===== config.mk =====
export PLATFORM = sky130hd
export DESIGN_NAME = presettable_counter
export DESIGN_NICKNAME = d
export VERILOG_FILES = /design/src/rtl/cnt_pkg.sv /design/src/rtl/cnt_ctrl.sv /design/src/rtl/cnt_reg.sv /design/src/rtl/cnt_carry.sv /design/src/rtl/presettable_counter.sv
export SDC_FILE = /design/constraint.sdc
export NUM_CORES = 1
export LEC_CHECK = 0
export ABC_AREA = 1
export BUFFER_PORTS_ARGS = -buffer_cell sky130_fd_sc_hd__buf_4
export CAP_MARGIN = 25
export CORE_AREA = 2 2 39 41
export CTS_CLUSTER_SIZE = 8
export DETAILED_ROUTE_END_ITERATION = 6
export DIE_AREA = 0 0 41 43
export HOLD_SLACK_MARGIN = 0.08
export PLACE_DENSITY = 0.49
export SETUP_SLACK_MARGIN = 0.15
export SYNTH_ARGS = -nofsm -noshare
export SYNTH_HDL_FRONTEND = slang
export SYNTH_SLANG_ARGS = --single-unit

===== constraint.sdc =====
create_clock -name clk -period 1.3 [get_ports clk]
set_input_delay 0.26 -clock clk [delete_from_list [all_inputs] [get_ports clk]]
set_output_delay 0.26 -clock clk [all_outputs]
set_load 0.02 [all_outputs]

===== src/rtl/cnt_pkg.sv =====
package cnt_pkg;

  typedef enum logic {
    CLR_ASYNC = 1'b0,
    CLR_SYNC  = 1'b1
  } clr_mode_e;

  typedef enum logic [1:0] {
    OP_HOLD  = 2'd0,
    OP_INC   = 2'd1,
    OP_LOAD  = 2'd2,
    OP_CLEAR = 2'd3
  } cnt_op_e;

endpackage


===== src/rtl/cnt_ctrl.sv =====
module cnt_ctrl
  import cnt_pkg::*;
(
  input  logic    sync_clr_n,
  input  logic    load_n,
  input  logic    cnt_en,
  input  logic    chain_en,
  output cnt_op_e op
);

  // Fixed priority at each edge: clear, load, increment, hold.
  always_comb begin
    if (!sync_clr_n)             op = OP_CLEAR;
    else if (!load_n)            op = OP_LOAD;
    else if (cnt_en && chain_en) op = OP_INC;
    else                         op = OP_HOLD;
  end

endmodule


===== src/rtl/cnt_reg.sv =====
module cnt_reg
  import cnt_pkg::*;
#(
  parameter int WIDTH = 4
) (
  input  logic             clk,
  input  logic             async_clr_n,
  input  cnt_op_e          op,
  input  logic [WIDTH-1:0] din,
  output logic [WIDTH-1:0] q
);

  logic [WIDTH-1:0] nxt;

  always_comb begin
    unique case (op)
      OP_CLEAR: nxt = '0;
      OP_LOAD:  nxt = din;
      OP_INC:   nxt = q + WIDTH'(1);
      default:  nxt = q;
    endcase
  end

  // All bits share one edge; the async clear is tied high in sync mode.
  always_ff @(posedge clk or negedge async_clr_n) begin
    if (!async_clr_n) q <= '0;
    else              q <= nxt;
  end

endmodule


===== src/rtl/cnt_carry.sv =====
module cnt_carry #(
  parameter int WIDTH = 4
) (
  input  logic [WIDTH-1:0] q,
  input  logic             chain_en,
  output logic             carry_out
);

  localparam logic [WIDTH-1:0] TERM = '1;

  assign carry_out = chain_en && (q == TERM);

endmodule


===== src/rtl/presettable_counter.sv =====
module presettable_counter
  import cnt_pkg::*;
#(
  parameter int        WIDTH    = 4,
  parameter clr_mode_e CLR_MODE = CLR_SYNC
) (
  input  logic             clk,
  input  logic             clr_n,
  input  logic             load_n,
  input  logic [WIDTH-1:0] din,
  input  logic             cnt_en,
  input  logic             chain_en,
  output logic [WIDTH-1:0] q,
  output logic             carry_out
);

  logic    sync_clr_n;
  logic    async_clr_n;
  cnt_op_e op;

  generate
    if (CLR_MODE == CLR_SYNC) begin : g_sync_clr
      assign sync_clr_n  = clr_n;
      assign async_clr_n = 1'b1;
    end else begin : g_async_clr
      assign sync_clr_n  = 1'b1;
      assign async_clr_n = clr_n;
    end
  endgenerate

  cnt_ctrl u_ctrl (
    .sync_clr_n (sync_clr_n),
    .load_n     (load_n),
    .cnt_en     (cnt_en),
    .chain_en   (chain_en),
    .op         (op)
  );

  cnt_reg #(.WIDTH(WIDTH)) u_reg (
    .clk         (clk),
    .async_clr_n (async_clr_n),
    .op          (op),
    .din         (din),
    .q           (q)
  );

  cnt_carry #(.WIDTH(WIDTH)) u_carry (
    .q         (q),
    .chain_en  (chain_en),
    .carry_out (carry_out)
  );

endmodule


=== Word level (Yosys, flattened, before mapping) ===
Index checks and enable logic that the tools add are counted.

* Add/sub/neg operators: 1
* Mux-type cells: 4
* Equality and inequality tests: 4
* Reductions and logical operators: 3

{| class="wikitable"
|+ Operator list
! operator !! count
|-
| one-hot mux 4 bit (3 select lines) || 1
|-
| adder 4 x 1 -> 4 bit (second input constant) || 1
|-
| equality test 2 bit (second input constant) || 2
|-
| equality test 4 bit (second input constant) || 1
|-
| 2-to-1 mux 2 bit || 2
|-
| nonzero test 3 bit || 1
|-
| equality test 2 x 1 -> 1 bit (second input constant) || 1
|-
| logical AND 1 bit || 2
|-
| 2-to-1 mux 1 bit || 1
|}

* Flip-flop bits (word level): 4
* Input port bits: 9
* Word-level logic and storage cells: 13

=== Depth between registers and ports, before layout ===
Gate-level depths: netlist of run 1.

* Depth in word-level cells: 6
* Depth in mapped cells: 4
* Depth with buffers taken out: 4

=== Modules after synthesis ===
A second synthesis of run 1 with hierarchy kept.

* Cell total of the unflattened synthesis: 45
* Area total of the unflattened synthesis: 309.0 um2

{| class="wikitable"
|+ By module, submodules not included
! module !! cells an instance !! area an instance (um2) !! times used
|-
| cnt_reg || 38 || 280.3 || 1
|-
| cnt_carry || 3 || 12.5 || 1
|-
| cnt_ctrl || 3 || 12.5 || 1
|-
| presettable_counter || 1 || 3.8 || 1
|}

=== Least setup slack after synthesis of run 1 ===
Ideal clock, no wire load.

* Kind: register to register
* Start point: register u_reg.q[0]
* End point: register u_reg.q[2], data pin
* Arrival time: 1.095 ns
* Setup slack: -0.048 ns
* Clock period less this slack: 1.348 ns
* Cell stages (with the launch flop): 5
* Buffers on the path: 0
* Setup time: 0.253 ns
* Path through: edfxtp_1 -> ha_1 -> or2_0 -> nand3_1 -> nand2_1

* Word-level cells in the longest chain between the ends: 2

{| class="wikitable"
|+ Ends and longest elaborated chain
! item !! RTL line !! RTL
|-
| start: declaration || cnt_reg.sv:10 || <nowiki>output logic [WIDTH-1:0] q</nowiki>
|-
| start signal: assignment || cnt_reg.sv:27 || <nowiki>else q <= nxt;</nowiki>
|-
| adder 4 x 1 -> 4 bit || cnt_reg.sv:19 || <nowiki>OP_INC: nxt = q + WIDTH'(1);</nowiki>
|-
| one-hot mux 4 bit (3 select lines) || cnt_reg.sv:16 || <nowiki>unique case (op)</nowiki>
|-
| net u_reg.nxt[2] || cnt_reg.sv:13 || <nowiki>logic [WIDTH-1:0] nxt;</nowiki>
|}

The timed path passes the listed nets, and every way through them passes these cells.
A chain may end at the register's enable or synchronous reset.

=== Final worst setup path of run 1 ===
* Start point: register u_reg.q[1]
* End point: output carry_out

* Word-level cells in the longest chain between the ends: 2

{| class="wikitable"
|+ Ends and longest elaborated chain
! item !! RTL line !! RTL
|-
| equality test 4 bit || cnt_carry.sv:11 || <nowiki>assign carry_out = chain_en && (q == TERM);</nowiki>
|-
| logical AND 1 bit || cnt_carry.sv:11 ||
|-
| end: declaration || presettable_counter.sv:14 || <nowiki>output logic carry_out</nowiki>
|}

No other way between the ends.

==> metrics.md, run 1 <==
| Metric | Value |
|---|---|
| Outcome | complete, but fails checks |
| Failing checks | setup timing |
| Critical path type | reg -> out |
| Fin area | 485 um^2 |
| Die footprint | 1760 um^2 |
| Net Count, Synth | 40 |
| Largest cells by area after synthesis | edfxtp_1 (46%), nand3_1 (15%), nand2_1 (10%), ha_1 (4.8%), nand2_2 (4.8%) |
| Max-slew violation count | 0 |
| Total CTS buffers | 3 |
| Post-Synthesis Mean Instance Area | 8.63 um^2 |
| RSZ-0062 raised after global routing | true |
| Initial DRC count | 3 |
| Crit path capture type | output pin |
| Final Net Count | 65 |
| Setup ws final | -0.0199 ns |
| Largest registers | u_reg.q (4) |
| Vias in the first global route | 265 |
| Total power | ~0.43 mW |
| Die Wd | 41 um |
| Ys flop type | edfxtp_1 |
| Final design utilization | 0.351 |
| Initial core utilization | 0.187 |
| WP data required | 1.04 ns |
| Max cap viols | 0 |
| Area Growth Syn to Fin | 87.4% |
| Worst hold path type | in -> reg |
| Largest reg by FF count | u_reg.q |
| Max reg flops | 4 |
| H-tree Lvls | 1 |
| Clock slew at reported path FFs | 0.03 ns |
| Layout cell share with drive strength beyond 1 | 0.604 |
| Synthesis-stage register bit count | 4 |
| Crit-path max FO | 2 |
| RePlAce Congestion | a little over 0.7 |
| DP Wirelength | 479 um |
| PortBufs | 13 |
| # IOs | 14 |
| Clk_lat worst skew | ~0.23 ns |
| Gr ovfl total | 0 |
| Count of final setup violators | 1 |
| Crit-path cells | ha_2, nand2_4, nor2_4, buf_6 |
| DRT Pass-1 Iters | 2 |
| Via count | about 280 |
| Synth top area share | 0.464 |
| Synthesized area | 259 um^2 |
| Final hold viol count | 0 |
| CTS sink count | 4 |
| Mapped Cells | 30 |
| Sequential share of the synthesized area | 0.464 |
| Clock skew | 0.000143 ns |
| Overall routing resource usage | 0.0869 |
| Max Fclk | 758 MHz |
| Max_slew headroom | 0.863 |
| DR WL/cell | 8.70 um |
| CP arrival | 1.06 ns |
| Distinct cells, synth | 12 |
| Antenna cells | 0 |
| First-pass GRT wire length | approximately 920 um |
| Die H | between 40 and 50 um |
| CTS Buffer Depth | 2 |
| Max stage delay on crit path | 0.38 ns |
| Post-DRT Antenna Nets | 0 |
| CTS tree | built |
| CORE AREA | around 1400 um^2 |
| Fin crit period | between 1 and 1.5 ns |
| Initial antenna violation count | 0 |
| Worst VDD drop | 0.305 mV |
| Crit start category | flop |
| Leak | 0.236 nW |
| Root buffer cell | clkbuf_4 |
| Post-Route WL | around 600 um |
| Hold_ws | 0.326 ns |
| Post-synth EDFFs | 4 |
| Least-Margin Pin Slew | between 0.2 and 0.25 ns |
| Async S/R FF share, synth | 0 |
| Vias per std cell | approximately 4.0 |
| DRC | 0 |
| Tcrit/Tclk final | 1.02 |
| Row count | 14 |
| Dpl cell area | 394 um^2 |
| YS warnings | 0 |
| Pwr/cell area | between 800 and 900 nW/um^2 |
| Count leader, synth | nand3_1 |
| Largest net degree at the start of global routing | 7 |
| Slowest-stage cell, CP | edfxtp_1 |
| Largest area contributor in the netlist | edfxtp_1 |
| Post-synth top cells | nand3_1 (8), nand2_1 (7), edfxtp_1 (4), inv_1 (2), nand2_2 (2) |
==> repair_timing <==
action,in CTS,in global routing
hold buffers,0,0
setup endpoints to repair,3,6
buffers inserted,4,2
pin swaps,2,2
resized for setup,4,2
==> path summary, 6_finish.rpt <==
| check | depth (start not counted) | slack [ns] | end | from |
|---|---|---|---|---|
| worst min-delay path | 3 | 0.33 | u_reg.q[2]$_DFFE_PP_ | din[2] |
| worst max-delay path | 4 | -0.02 | carry_out | u_reg.q[1]$_DFFE_PP_ |
| worst max register to register | 6 | 0.10 | u_reg.q[2]$_DFFE_PP_ | u_reg.q[1]$_DFFE_PP_ |
| worst min register to register | 3 | 0.69 | u_reg.q[1]$_DFFE_PP_ | u_reg.q[0]$_DFFE_PP_ |
==> worst max-delay path: cells and delay by family (launching register included) <==
kind | cells | cell delay, ns
DFF | 1 | 0.38
and+or+nand+nor | 2 | 0.10
adders and majority gates | 1 | 0.22
buffers and inverters | 1 | 0.12
==> report_power, final <==
group,internal [mW],switching (mW),total [mW]
Sequential,0.156,0.00890,0.164
Clock,0.103,0.0487,0.152
Combinational,0.0600,0.0513,0.111
==> metrics by stage <==
step | instances | TNS (ns) | setup slack [ns]
finish | 69 | -0.0199 | -0.0199
global route | 69 | -0.0716 | -0.0716
CTS | 67 | -0.0398 | -0.0398
detailed placement | 60 | 0 | 0.118
global placement | 60 | 0 | 0.127
floorplan | 30 | 0 | 0.0178
==> kinds of logic after synthesis <==
| group | after synthesis | synth area share |
|---|---|---|
| buffers and inverters | 3 | 0.0435 |
| AOI/OAI and AO/OA | 1 | 0.0338 |
| DFF | 4 | 0.464 |
| adders and majority gates | 1 | 0.0483 |
| and+or+nand+nor | 21 | 0.411 |
==> cell type report <==
| class | count | area (um^2) |
|---|---|---|
| fill | 155 | 898 |
| timing repair buffer | 20 | 161 |
| tap | 16 | 20.0 |
| multi-input combinational | 23 | 150 |
| clock buffer | 3 | 22.5 |
| sequential | 4 | 120 |
| inverter | 3 | 11.3 |
==> routing by layer <==
metal | up-vias | GRT usage | part of all wire
li1 | 149 | - | -
met1 | 112 | 0.0754 | 0.37
met2 | 13 | 0.122 | 0.51
met3 | 2 | 0.0471 | 0.095
met4 | 0 | 0.100 | 0.017
met5 | - | 0 | 0
==> layout by cell type (no fill, tap or decap), drive strengths merged <==
master and instances:
nand3 8, or2 1, buf 20, edfxtp 4, nand2 9, clkbuf 3
inv 3, nand4 1, nor2 2, o21ai 1, ha 1
Note: power is estimated with default switching activity, not from simulation.
==> run 2: changes to the inputs <==
--- a/config.mk
+++ b/config.mk
@@ -13,5 +13,4 @@
 export DETAILED_ROUTE_END_ITERATION = 6
 export DIE_AREA = 0 0 41 43
-export HOLD_SLACK_MARGIN = 0.08
 export PLACE_DENSITY = 0.49
 export SETUP_SLACK_MARGIN = 0.15
==> constraint.sdc (replaced) <==
create_clock -name clk -period 1.3 [get_ports clk]
set_input_delay 0.26 -clock clk [delete_from_list [all_inputs] [get_ports clk]]
set_output_delay 0.26 -clock clk [all_outputs]
set_load 0.05 [all_outputs]
==> metrics.md, run 2 (synthesized netlist as in run 1, its figures left out) <==
| Metric | Value |
|---|---|
| Slowest-stage cell, CP | edfxtp_1 |
| Final Net Count | 65 (unchanged) |
| Root buffer cell | clkbuf_4 |
| Least-Margin Pin Slew | 0.212 ns (+0.00672 ns) |
| DRT Pass-1 Iters | 1 (-1) |
| Top delay family on crit path | flip-flops |
| Total CTS buffers | 3 (unchanged) |
| Largest net degree at the start of global routing | 7 (unchanged) |
| WP data required | 1.04 ns (about the same) |
| Die footprint | 1760 um^2 (unchanged) |
| Crit start category | flop |
| Row count | 14 (unchanged) |
| Fill count | 162 (+4.5%) |
| Worst VDD drop | 0.297 mV (-2.8%) |
| Vias per std cell | 4.12 (+2.9%) |
| CTS Hold Buffers Added | 0 (unchanged) |
| CTS Buffer Depth | 2 (unchanged) |
| Crit path capture type | output pin |
| Clock slew at reported path FFs | 0.04 ns (about the same) |
| CTS tree | built |
| DP Wirelength | 475 um (-0.77%) |
| H-tree Lvls | 1 (unchanged) |
| Critical path type | reg -> out |
| Final hold viol count | 0 (unchanged) |
| Initial core utilization | 0.187 (unchanged) |
| Post-Route WL | 652 um (+8.7%) |
| Clk_lat worst skew | 0.23 ns (about the same) |
| RePlAce Congestion | 0.670 (-5.1%) |
| DR WL/cell | 9.45 um (+8.7%) |
| CTS sink count | 4 (unchanged) |
| Via count | 284 (+2.9%) |
| Failing checks | setup timing |
| Fin crit period | 1.36 ns (+0.0394 ns) |
| Worst r2r src | u_reg.q[1]$_DFFE_PP_ |
| CP Buf/Inv Count | 1 (unchanged) |
| Tcrit/Tclk final | 1.05 (+0.0303) |
| Max reg flops | 4 (unchanged) |
| R2R setup slack | 0.08 ns (-0.02 ns) |
| Die H | 43 um (unchanged) |
| Initial DRC count | 0 (-3) |
| Commonest non-fill, non-tap cell in the layout | buf_4 |
| Max stage delay on crit path | 0.39 ns (about the same) |
| Max cap viols | 0 (unchanged) |
| Max_slew headroom | 0.858 (-0.00449) |
| Largest reg by FF count | u_reg.q |
| Most frequent cells in the layout | buf_4 (14), nand3_1 (7), nand2_1 (6) |
| CP arrival | 1.10 ns (+0.04 ns) |
| DRC | 0 (unchanged) |
| PortBufs | 13 (unchanged) |
| Worst slack at placement | 0.117 ns (-0.000765 ns) |
| Setup ws final | -0.0594 ns (-0.0394 ns) |
| CORE AREA | 1380 um^2 (unchanged) |
| Layout cell share with drive strength beyond 1 | 0.604 (unchanged) |
| Crit-path max FO | 2 (unchanged) |
| Clock skew | 0.000585 ns (+0.000442 ns) |
| Leak | 0.243 nW (+3.0%) |
| Crit-path cells | ha_2, nand2_4, nor2_4, buf_8 |
| R2R cell count | 4 (-2) |
| Total power | 0.472 mW (+10%) |
| Antenna cells | 0 (unchanged) |
| Initial antenna violation count | 0 (unchanged) |
| Hold_ws | 0.333 ns (+0.00708 ns) |
| Die Wd | 41 um (unchanged) |
| Max-slew violation count | 0 (unchanged) |
| Overall routing resource usage | 0.0938 (+0.00688) |
| Area Growth Syn to Fin | 94.7% |
| Vias in the first global route | 251 (-5.3%) |
| First-pass GRT wire length | 1.00 mm (+9.1%) |
| Stages on worst setup path | 4 (unchanged) |
| Gr ovfl total | 0 (unchanged) |
| RR Endpoint | u_reg.q[2]$_DFFE_PP_ |
| # IOs | 14 (unchanged) |
| Max Fclk | 736 MHz (-2.9%) |
| Outcome | complete, but fails checks |
| Setup crit end | carry_out |
| Worst hold path type | in -> reg |
| CP Launch Point | u_reg.q[1]$_DFFE_PP_ |
| Count of final setup violators | 1 (unchanged) |
| Post-DRT Antenna Nets | 0 (unchanged) |
| RSZ-0062 raised after global routing | true |
| Pwr/cell area | 936 nW/um^2 (+6.3%) |
| Largest registers | u_reg.q (4) |
## run 2: cell counts in the layout (fill, tap and decap cells not counted)
Identical to the previous run, type by type.
## run 2: area by class of cell
| class | count | area (um^2) | share of cell area |
|---|---|---|---|
| multi-input combinational | 23 | 150 | 0.298 |
| inverter | 3 | 11.3 | 0.0223 |
| tap | 16 | 20.0 | 0.0397 |
| clock buffer | 3 | 22.5 | 0.0447 |
| timing repair buffer | 20 | 180 | 0.357 |
| sequential | 4 | 120 | 0.238 |
## run 2: worst min-delay path by stage
stage	startpoint	end	slack (ns)	cells past startpoint
after detailed placement	din[1]	u_reg.q[1]$_DFFE_PP_	0.58	3
after global placement	din[1]	u_reg.q[1]$_DFFE_PP_	0.57	3
after floorplan	clr_n	u_reg.q[1]$_DFFE_PP_	0.47	2
final	din[1]	u_reg.q[1]$_DFFE_PP_	0.33	3
after global routing	din[0]	u_reg.q[0]$_DFFE_PP_	0.35	3
after CTS	din[1]	u_reg.q[1]$_DFFE_PP_	0.33	3
## run 2: per-stage QoR
stage	setup TNS [ns]	cell area (um^2)	utilization	instances
after floorplan	-0.541	267	-	30
after global placement	0	399	0.288	61
after detailed placement	0	399	0.288	61
after CTS	-0.0537	484	0.350	68
after global routing	-0.136	504	0.364	69
final	-0.0594	504	0.364	69
## run 2: tightest hold or removal path, stage by stage
cell and delay, ns:
buf_4 0.08, nand3_1 0.07, nand2_1 0.06
## run 2: power breakdown
| part | leakage, nW | switching, mW | total [mW] | internal, mW |
|---|---|---|---|---|
| sequential | 0.0448 | 0.00940 | 0.165 | 0.155 |
| combinational | 0.185 | 0.0801 | 0.153 | 0.0727 |
| clock | 0.0138 | 0.0512 | 0.155 | 0.103 |
## run 2: what timing repair did
item	4_1_cts	5_1_grt
pin swaps	3	1
setup buffers	4	1
resized for setup	9	3
endpoints found under the setup margin	6	7
## run 2: layer usage
metal | share of wire | vias to the layer above | track usage
met1 | 0.45 | 121 | 0.111
met4 | 0.0061 | 0 | 0.100
li1 | - | 149 | -
met3 | 0.075 | 2 | 0.0314
met2 | 0.47 | 12 | 0.119
met5 | 0 | - | 0
==> run 3: changes to the inputs <==
PLACE_DENSITY = 0.53   (was 0.49)
SYNTH_HIERARCHICAL = 1   (was default)
==> metrics.md, run 3 <==
| Metric | Value |
|---|---|
| Post-Synthesis Mean Instance Area | 6.87 um^2 (-20%) |
| Final Net Count | 83 (+28%) |
| First-pass GRT wire length | 1.29 mm (+29%) |
| CORE AREA | 1380 um^2 (unchanged) |
| RSZ-0062 raised after global routing | true |
| Max reg flops | 4 (unchanged) |
| Final design utilization | 0.372 (+0.00723) |
| DR WL/cell | 9.67 um (+2.3%) |
| Commonest non-fill, non-tap cell in the layout | nand2_1 |
| Total CTS buffers | 3 (unchanged) |
| Largest net degree at the start of global routing | 7 (unchanged) |
| Max Fclk | 812 MHz (+10%) |
| Initial antenna violation count | 0 (unchanged) |
| Outcome | completed |
| CTS Hold Buffers Added | 0 (unchanged) |
| Antenna cells | 0 (unchanged) |
| Largest area contributor in the netlist | dfrtp_1 |
| Max-slew violation count | 0 (unchanged) |
| Post-synth EDFFs | 0 (-4) |
| Root buffer cell | clkbuf_4 |
| Leak | 0.284 nW (+17%) |
| Tcrit/Tclk final | 0.947 (-0.0983) |
| Post-synth top cells | nand2_1 (19), inv_1 (6), dfrtp_1 (4), ha_1 (4), nand3_1 (4) |
| PortBufs | 13 (unchanged) |
| YS warnings | 6 (+6) |
| Count leader, synth | nand2_1 |
| Via count | 355 (+25%) |
| Ys flop type | dfrtp_1 |
| Post-DRT Antenna Nets | 0 (unchanged) |
| Clock skew | 0.000163 ns (-0.000422 ns) |
| Vias per std cell | 4.23 (+2.7%) |
| Clock slew at reported path FFs | 0.04 ns (about the same) |
| Crit-path cells | nand2_2, nor2_4, buf_6 |
| Dpl cell area | 463 um^2 (+16%) |
| Largest reg by FF count | u_reg/q |
| Die Wd | 41 um (unchanged) |
| Crit path capture type | output pin |
| DP Wirelength | 591 um (+24%) |
| H-tree Lvls | 1 (unchanged) |
| Setup TNS | 0 ns (+0.0594 ns) |
| Mapped Cells | 45 (+50%) |
| Initial DRC count | 3 (+3) |
| DRT Pass-1 Iters | 4 (+3) |
| Die footprint | 1760 um^2 (unchanged) |
| Crit start category | flop |
| Async S/R FF share, synth | 1.00 (+1.00) |
| Largest registers | u_reg/q (4) |
| Crit-path max FO | 5 (+3) |
| CTS Buffer Depth | 2 (unchanged) |
| Fin area | 514 um^2 (+2.0%) |
| Synthesis-stage register bit count | 4 (unchanged) |
| Gr ovfl total | 0 (unchanged) |
| Fill count | 151 (-6.8%) |
| Layout cell share with drive strength beyond 1 | 0.397 (-0.207) |
| Vias in the first global route | 377 (+50%) |
| Worst hold path type | in -> reg |
| Top delay family on crit path | flip-flops |
| Overall routing resource usage | 0.107 (+0.0135) |
| Post-Route WL | 812 um (+25%) |
| Die H | 43 um (unchanged) |
| Count of final setup violators | 0 (-1) |
| Critical path type | reg -> out |
| Worst VDD drop | 0.204 mV (-31%) |
| Synth top area share | 0.324 (-0.140) |
| Max cap viols | 0 (unchanged) |
| Total power | 0.419 mW (-11%) |
| DRC | 0 (unchanged) |
| CP Buf/Inv Count | 1 (unchanged) |
| Synthesized area | 309 um^2 (+19%) |
| Final hold viol count | 0 (unchanged) |
| # IOs | 14 (unchanged) |
| Pwr/cell area | 814 nW/um^2 (-13%) |
| RePlAce Congestion | 0.675 (+0.70%) |
| Sequential share of the synthesized area | 0.324 (-0.140) |
| Most frequent cells in the layout | nand2_1 (18), buf_4 (16), inv_1 (6) |
| Largest cells by area after synthesis | dfrtp_1 (32%), nand2_1 (23%), ha_1 (16%), inv_1 (7.3%), nand3_1 (6.5%) |
| CTS tree | built |
| Max stage delay on crit path | 0.40 ns (about the same) |
| WP data required | 1.04 ns (about the same) |
| CTS sink count | 4 (unchanged) |
| Distinct cells, synth | 12 (unchanged) |
| Initial core utilization | 0.223 (+0.0362) |
| Clk_lat worst skew | 0.23 ns (about the same) |
| Row count | 14 (unchanged) |
| Slowest-stage cell, CP | dfrtp_2 |
| Area Growth Syn to Fin | 66.4% |
| Fin crit period | 1.23 ns (-0.128 ns) |
| CP arrival | 0.97 ns (-0.13 ns) |
-- run 3: cell count changes after synthesis, sizes merged --
cell	change
nand3	-4
nand2	+10
or2	-1
inv	+3
ha	+3
o22ai	+1
a22o	+1
dfrtp	+4
edfxtp	-4
a22oi	+1
conb	+1
-- run 3: path summary, 6_finish.rpt --
check / slack (ns) / to / cells after the start / start
setup / recovery: 0.07 / carry_out / 3 / u_reg/q[0]$_DFFE_PN0P_
hold / removal: 0.33 / u_reg/q[3]$_DFFE_PN0P_ / 5 / din[3]
setup reg to reg: 0.14 / u_reg/q[1]$_DFFE_PN0P_ / 4 / u_reg/q[0]$_DFFE_PN0P_
hold reg to reg: 0.54 / u_reg/q[3]$_DFFE_PN0P_ / 2 / u_reg/q[3]$_DFFE_PN0P_
-- run 3: worst reg2reg max path, stage by stage (launching register included) --
cell and delay, ns:
dfrtp_2 0.43, ha_1 0.30, a22o_1 0.21, nand2_1 0.06, nand2_1 0.05
-- run 3: where the power goes --
part	internal (mW)	switching, mW	total (mW)
Clock	0.103	0.0468	0.150
Combinational	0.0518	0.0703	0.122
Sequential	0.135	0.0121	0.147
Total	0.289	0.129	0.419
-- run 3: kinds of logic after synthesis --
kind of cell / share of synthesized area
DFF: 0.324
adders and majority gates: 0.162
and+or+nand+nor: 0.340
other: 0.0121
AOI/OAI and AO/OA: 0.0891
buffers and inverters: 0.0729
-- run 3: repair_timing --
action | 4_1_cts | 5_1_grt
gates cloned | 0 | 0
gates resized for setup | 2 | 1
buffers inserted | 2 | 1
pin swaps | 2 | 0
endpoints found under the setup margin | 3 | 5
-- run 3: area by class of cell --
class / count / area, um^2 / area share
repair buffers: 17 / 131 / 0.255
well taps: 16 / 20.0 / 0.0389
clock buffers: 3 / 22.5 / 0.0438
inverters: 6 / 22.5 / 0.0438
multi-input cells: 38 / 213 / 0.414
flip-flops and latches: 4 / 105 / 0.204
-- run 3: per-layer routing --
layer | up-vias | part of all wire | global-route usage | routed length, um
met5 | - | 0 | 0 | 0
met4 | 0 | 0 | 0.100 | 0
met3 | 0 | 0.026 | 0 | 21
met2 | 5 | 0.58 | 0.188 | 470
met1 | 161 | 0.39 | 0.102 | 320
li1 | 189 | - | - | -
-- run 3: metrics by stage --
stage	instances	setup slack (ns)	hold WS (ns)
floorplan	48	0.0608	0.454
global route	84	0.0317	0.346
finish	84	0.0684	0.329
CTS	83	0.0506	0.317
global placement	78	0.0683	0.535
detailed placement	78	0.0651	0.531
